**src/rtl/bitrev_agu.sv**
```systemverilog
module bitrev_agu #(
  parameter int AW     = 16,
  parameter int SP_SEL = 15
) (
  input  logic          clk,
  input  logic          rst_n,
  input  logic          req,
  input  logic          is_write,
  input  logic [AW-1:0] ptr_in,
  input  logic [AW-2:0] pivot,
  input  logic          rev_en,
  input  logic [3:0]    ptr_sel,
  input  logic [2:0]    mode,
  input  logic          byte_op,
  input  logic          mod_en,
  output logic          out_valid,
  output logic [AW-1:0] ea,
  output logic [AW-1:0] ptr_next,
  output logic          rev_applied,
  output logic          mod_active
);
  localparam logic [2:0] M_POSTDEC = 3'd1;
  localparam logic [2:0] M_POSTINC = 3'd2;
  localparam logic [2:0] M_PREDEC  = 3'd3;
  localparam logic [2:0] M_PREINC  = 3'd4;

  logic          use_rev;
  logic [AW-1:0] step, rev_sum, nrm_ptr, nrm_ea, c_ea, c_ptr;
  logic [AW-1:0] mod_bytes;

  assign mod_bytes = {pivot, 1'b0};
  assign step      = byte_op ? AW'(1) : AW'(2);

  assign use_rev = rev_en && (ptr_sel != 4'(SP_SEL)) && is_write && !byte_op &&
                   (mode == M_POSTINC || mode == M_PREINC);

  always_comb begin
    logic cy;
    cy = 1'b0;
    rev_sum = '0;
    for (int i = AW-1; i >= 1; i--) begin
      rev_sum[i] = ptr_in[i] ^ mod_bytes[i] ^ cy;
      cy = (ptr_in[i] & mod_bytes[i]) | (cy & (ptr_in[i] ^ mod_bytes[i]));
    end
  end

  always_comb begin
    nrm_ea  = ptr_in;
    nrm_ptr = ptr_in;
    unique case (mode)
      M_POSTDEC: nrm_ptr = ptr_in - step;
      M_POSTINC: nrm_ptr = ptr_in + step;
      M_PREDEC: begin nrm_ptr = ptr_in - step; nrm_ea = nrm_ptr; end
      M_PREINC: begin nrm_ptr = ptr_in + step; nrm_ea = nrm_ptr; end
      default: ;
    endcase
  end

  assign c_ptr = use_rev ? rev_sum : nrm_ptr;
  assign c_ea  = !use_rev ? nrm_ea :
                 (mode == M_PREINC) ? rev_sum : {ptr_in[AW-1:1], 1'b0};

  always_ff @(posedge clk or negedge rst_n) begin
    if (!rst_n) begin
      out_valid   <= 1'b0;
      ea          <= '0;
      ptr_next    <= '0;
      rev_applied <= 1'b0;
      mod_active  <= 1'b0;
    end else begin
      out_valid <= req;
      if (req) begin
        ea          <= c_ea;
        ptr_next    <= c_ptr;
        rev_applied <= use_rev;
        mod_active  <= mod_en && !use_rev;
      end
    end
  end
endmodule


```
**config.mk**
```make
export PLATFORM = sky130hd
export DESIGN_NAME = bitrev_agu
export DESIGN_NICKNAME = d
export VERILOG_FILES = /design/src/rtl/bitrev_agu.sv
export SDC_FILE = /design/constraint.sdc
export NUM_CORES = 1
export LEC_CHECK = 0
export BUFFER_PORTS_ARGS = -buffer_cell sky130_fd_sc_hd__buf_2
export CAP_MARGIN = 20
export CORE_MARGIN = 2
export CORE_UTILIZATION = 55
export CTS_CLUSTER_DIAMETER = 80
export CTS_CLUSTER_SIZE = 14
export DETAILED_ROUTE_END_ITERATION = 8
export GPL_TIMING_DRIVEN = 0
export MAX_ROUTING_LAYER = met4
export PLACE_DENSITY = 0.81
export SLEW_MARGIN = 15
export SYNTH_ARGS = -nofsm -noshare
export SYNTH_HDL_FRONTEND = slang
export SYNTH_SLANG_ARGS = --single-unit
```
**constraint.sdc**
```tcl
create_clock -name clk -period 1.1 [get_ports clk]
set_clock_uncertainty 0.05 [all_clocks]
set_input_delay 0.22 -clock clk [delete_from_list [all_inputs] [get_ports clk]]
set_output_delay 0.22 -clock clk [all_outputs]
set_load 0.01 [all_outputs]
```
==> results.md <==
| Stage | Metric | Reported |
|:---|:---|:---|
| outcome | Outcome | complete, but fails checks |
| outcome | Failing checks | hold timing, setup timing |
| clocking | Number of sinks driven by the clock tree | 35 |
| detailed routing | Pre-Repair DR Iteration Count | 5 |
| timing | Final number of setup-violating endpoints | 45 |
| detailed routing | Routed wire length per instance | 24.3 um |
| worst setup path | Top cell family by delay on the critical path | adder cells |
| pwr | Leakage Power | 2.16 nW |
| yosys | Proportion of synthesized chip area in sequential cells | 25.5% |
| yosys | Number of enable-type register cells in the synthesized netlist | 0 |
| worst setup path | Largest stage delay, worst path | 390 ps |
| final layout | Number of fill cells | 329 |
| pwr | Total power per unit cell area | 892 mW/mm2 |
| clocking | TritonCTS clock tree | yes |
| worst setup path | Count of cell instances traversed by the critical path | 20 |
| timing | RSZ-0062 raised after global routing | true |
| timing | Max-slew violation total from the final report | 0 |
| worst setup path | Most frequent CP cell | fa_2 |
| clocking | Number of clock buffers inserted by TritonCTS | 5 |
| final layout | Storage element area | 876 um2 |
| final layout | Most common library cell in the layout ignoring fill and taps | buf_2 |
| floorplanning | Number of I/O pins | 80 |
| yosys | Syn. warnings | 0 |
| placement | Count of buffers inserted at the top-level ports | 79 |
| final layout | Design Area, Final | 0.00514 mm2 |
| detailed routing | DR vias | 4471 |
| detailed routing | Post-route antenna net violation count | 0 |
| floorplanning | Initial core utilization | 57.3% |
| global route | First-pass GRT wire length | 22.0 mm |
| worst setup path | Cell chain of the critical path | buf_8 > ha_4 > fa_2 > fa_2 > fa_2 > fa_2 > fa_2 > fa_2 > fa_2 > fa_2 > fa_2 > fa_2 > fa_2 > fa_2 > fa_2 > xor2_2 > nand2_1 > xnor2_1 > o21ai_1 > o21ai_1 |
| placement | Gp weighted congestion | 1.05 |
| timing | Sum Neg Setup Slack | -72790 ps |
| final layout | Area taken by multi-input logic gates | 0.00274 mm2 |
| timing | Final worst slack | -4590 ps |
| final layout | Count of nets after finishing | 625 |
| detailed routing | Routed via count divided by cell count | 7.03 |
| global route | Vias in the first global route | 4151 |
| final layout | End-of-flow core utilization | 85.8% |
| timing | Ratio of final minimum period to clock period | 517% |
| yosys | Area of the mapped netlist | 0.00343 mm2 |
| yosys | Yosys reg bits | 35 |
| floorplanning | Floorplan row count | 28 |
| worst setup path | Largest driver fanout on the critical path | 2 |
| clocking | Clk pin slew, worst setup/hold paths | 80 ps |
| timing | Crit path time final | 5690 ps |
| yosys | Number of distinct library cells after synthesis | 70 |
| yosys | Main synth FF type | dfrtp_1 |
| timing | Final Hold Violating Endpoints | 36 |
| worst setup path | Data required time at the worst endpoint | 1230 ps |
| clocking | H-tree level count | 2 |
| detailed routing | Iter 0 DRT Violations | 681 |
| global route | Global-route usage over all layers | 42.0% |
| pwr | IR drop worst, VDD | 0.000696 V |
| final layout | Most used cells in the layout excluding fill and tap cells | buf_2 (75), buf_4 (53), dfrtp_1 (35) |
| clocking | Root cell of the clock tree | clkbuf_8 |
| final layout | Antenna diode instance count | 0 |
| floorplanning | DIE AREA | 0.00689 mm2 |
| timing | Max_slew headroom | 43.8% |
| yosys | Synth Net Count | 477 |
| detailed routing | Drt total wl | 15.4 mm |
| worst setup path | Arrival time of the worst setup path | 5820 ps |
| yosys | Post-synthesis cell count | 412 |
| floorplanning | Core Area | 0.00599 mm2 |
| timing | Max Clock Freq | 176 MHz |
| global route | Antenna violations before repair | 0 |
| global route | Total grt overflow | 0 |
| worst setup path | Category of the worst setup path launch point | input port |
| clocking | Worst-skew pair later-pin latency | 300 ps |
| yosys | Fraction of registers with async set/reset | 100% |
| placement | Placed standard-cell area | 0.00408 mm2 |
| final layout | Area delta synth->final | 49.8% |
| yosys | Fraction of synthesized cell area taken by the top area cell type | 25.5% |
| worst setup path | Buffers and inverters on the worst path | 1 |
| hold path | Class of the worst hold path | input port to asynchronous set/reset pin |
| yosys | Average instance area after synthesis | 8.33 um2 |
| job | Max-cap viol count | 0 |
| worst setup path | Worst Reg-to-Reg Cells | 2 |
| floorplanning | DIE HEIGHT | 83.0 um |
| worst setup path | Kind of critical path | input port to register |
| floorplanning | Chip width | 83.0 um |
| timing | Tightest Pin Transition | 843 ps |
| placement | Worst slack at placement | -4910 ps |
| yosys | Library cell with the largest summed area after synthesis | dfrtp_1 |
| detailed routing | Remaining design rule violation count | 0 |
| worst setup path | Crit-path slowest cell | fa_2 |
| worst setup path | CP endpoint kind | register |
| placement | HPWL after DPL | 9.18 mm |
| clocking | Max clock buf depth | 2 |
| final layout | Proportion of layout cells with a drive suffix above 1 | 46.5% |
| yosys | Top post-synthesis cells by area | dfrtp_1 (26%), fa_1 (8.8%), a21oi_1 (4.2%), nand2_1 (3.3%), nor2_1 (3.2%) |
| global route | Pin count of the biggest net entering global routing | 36 |
| timing | Final Hold Slack | -34.0 ps |
[cell type report]
type,instances,area share (%)
Clock buffer,8,1.95
Inverter,10,0.925
Buffer,38,5.50
Timing Repair Buffer,142,19.5
Sequential cell,35,17.0
Multi-Input combinational cell,328,53.3
Tap cell,75,1.83
[layer usage]
layer  vias to the layer above  part of all wire [%]  GRT usage (%)
met5                         -                     0              -
met3                       119                    11           8.95
met2                       426                    46           65.2
met4                         0                   6.8           25.5
met1                      2083                    36           50.0
li1                       1843                     -              -
[through the flow]
stage / total power [mW] / instances
floorplan: 2.38 / 412
global placement: 2.92 / 566
detailed placement: 2.97 / 566
CTS: 4.26 / 612
global route: 4.72 / 636
finish: 4.58 / 636
[power breakdown]
part | leakage (nW) | switching [mW] | internal, mW
clock | 0.0515 | 0.533 | 0.573
sequential | 0.412 | 0.0777 | 1.43
combinational | 1.69 | 1.08 | 0.892
total | 2.16 | 1.69 | 2.89
[synth_stat cells (7+ instances only)]
cell type,instances
nand2_1,30
nand3_1,14
nor2_1,29
a21oi_1,29
a31oi_1,12
buf_2,13
fa_1,15
o31ai_1,7
inv_1,9
or3_1,7
nand4_1,11
nor4_1,8
and3_1,11
o21ai_0,11
clkbuf_1,24
dfrtp_1,35
o21ai_1,8
xnor2_1,11
nor3_1,18
mux2i_1,8
[final timing paths]
kind,startpoint,endpoint,slack (ps)
max reg2reg,ptr_next[5],ptr_next[5],50
max in group asynchronous,rst_n,ptr_next[5],500
min reg2reg,ptr_next[11],ptr_next[11],440
min,rst_n,ptr_next[15],-30
max,ptr_in[15],ea[1],-4590
min in group clk,req,out_valid,-10
[cell families (layout without fill, tap and decap cells)]
logic type	after synthesis	count (layout)	share of synthesized area [%]
adder cells (fa/ha/maj)	20	20	10.6
flip-flops	35	35	25.5
AO/OA/AOI/OAI	120	120	24.3
XOR/XNOR	17	17	4.34
multiplexers	9	9	2.66
buffers and inverters	50	198	6.38
AND/OR/NAND/NOR	161	162	26.2
[registers in the layout, indices dropped and copies added, names as in the netlist]
| register | flops |
|---|---|
| out_valid | 1 |
| ea | 16 |
| rev_applied | 1 |
| ptr_next | 16 |
| mod_active | 1 |
[worst register-to-register path, stage by stage (launching register included)]
cell and delay, ps:
dfrtp_1 400, buf_4 140, a221o_1 350
[repair_timing]
item / 4_1_cts / 5_1_grt
hold buffers: 0 / 0
gates resized for setup: 75 / 49
pin swaps: 36 / 29
setup endpoints to repair: 34 / 63
buffers inserted: 38 / 26
endpoints found under the hold margin: 0 / 0
cloned: 1 / 0
(Power assumes the default switching activity.)
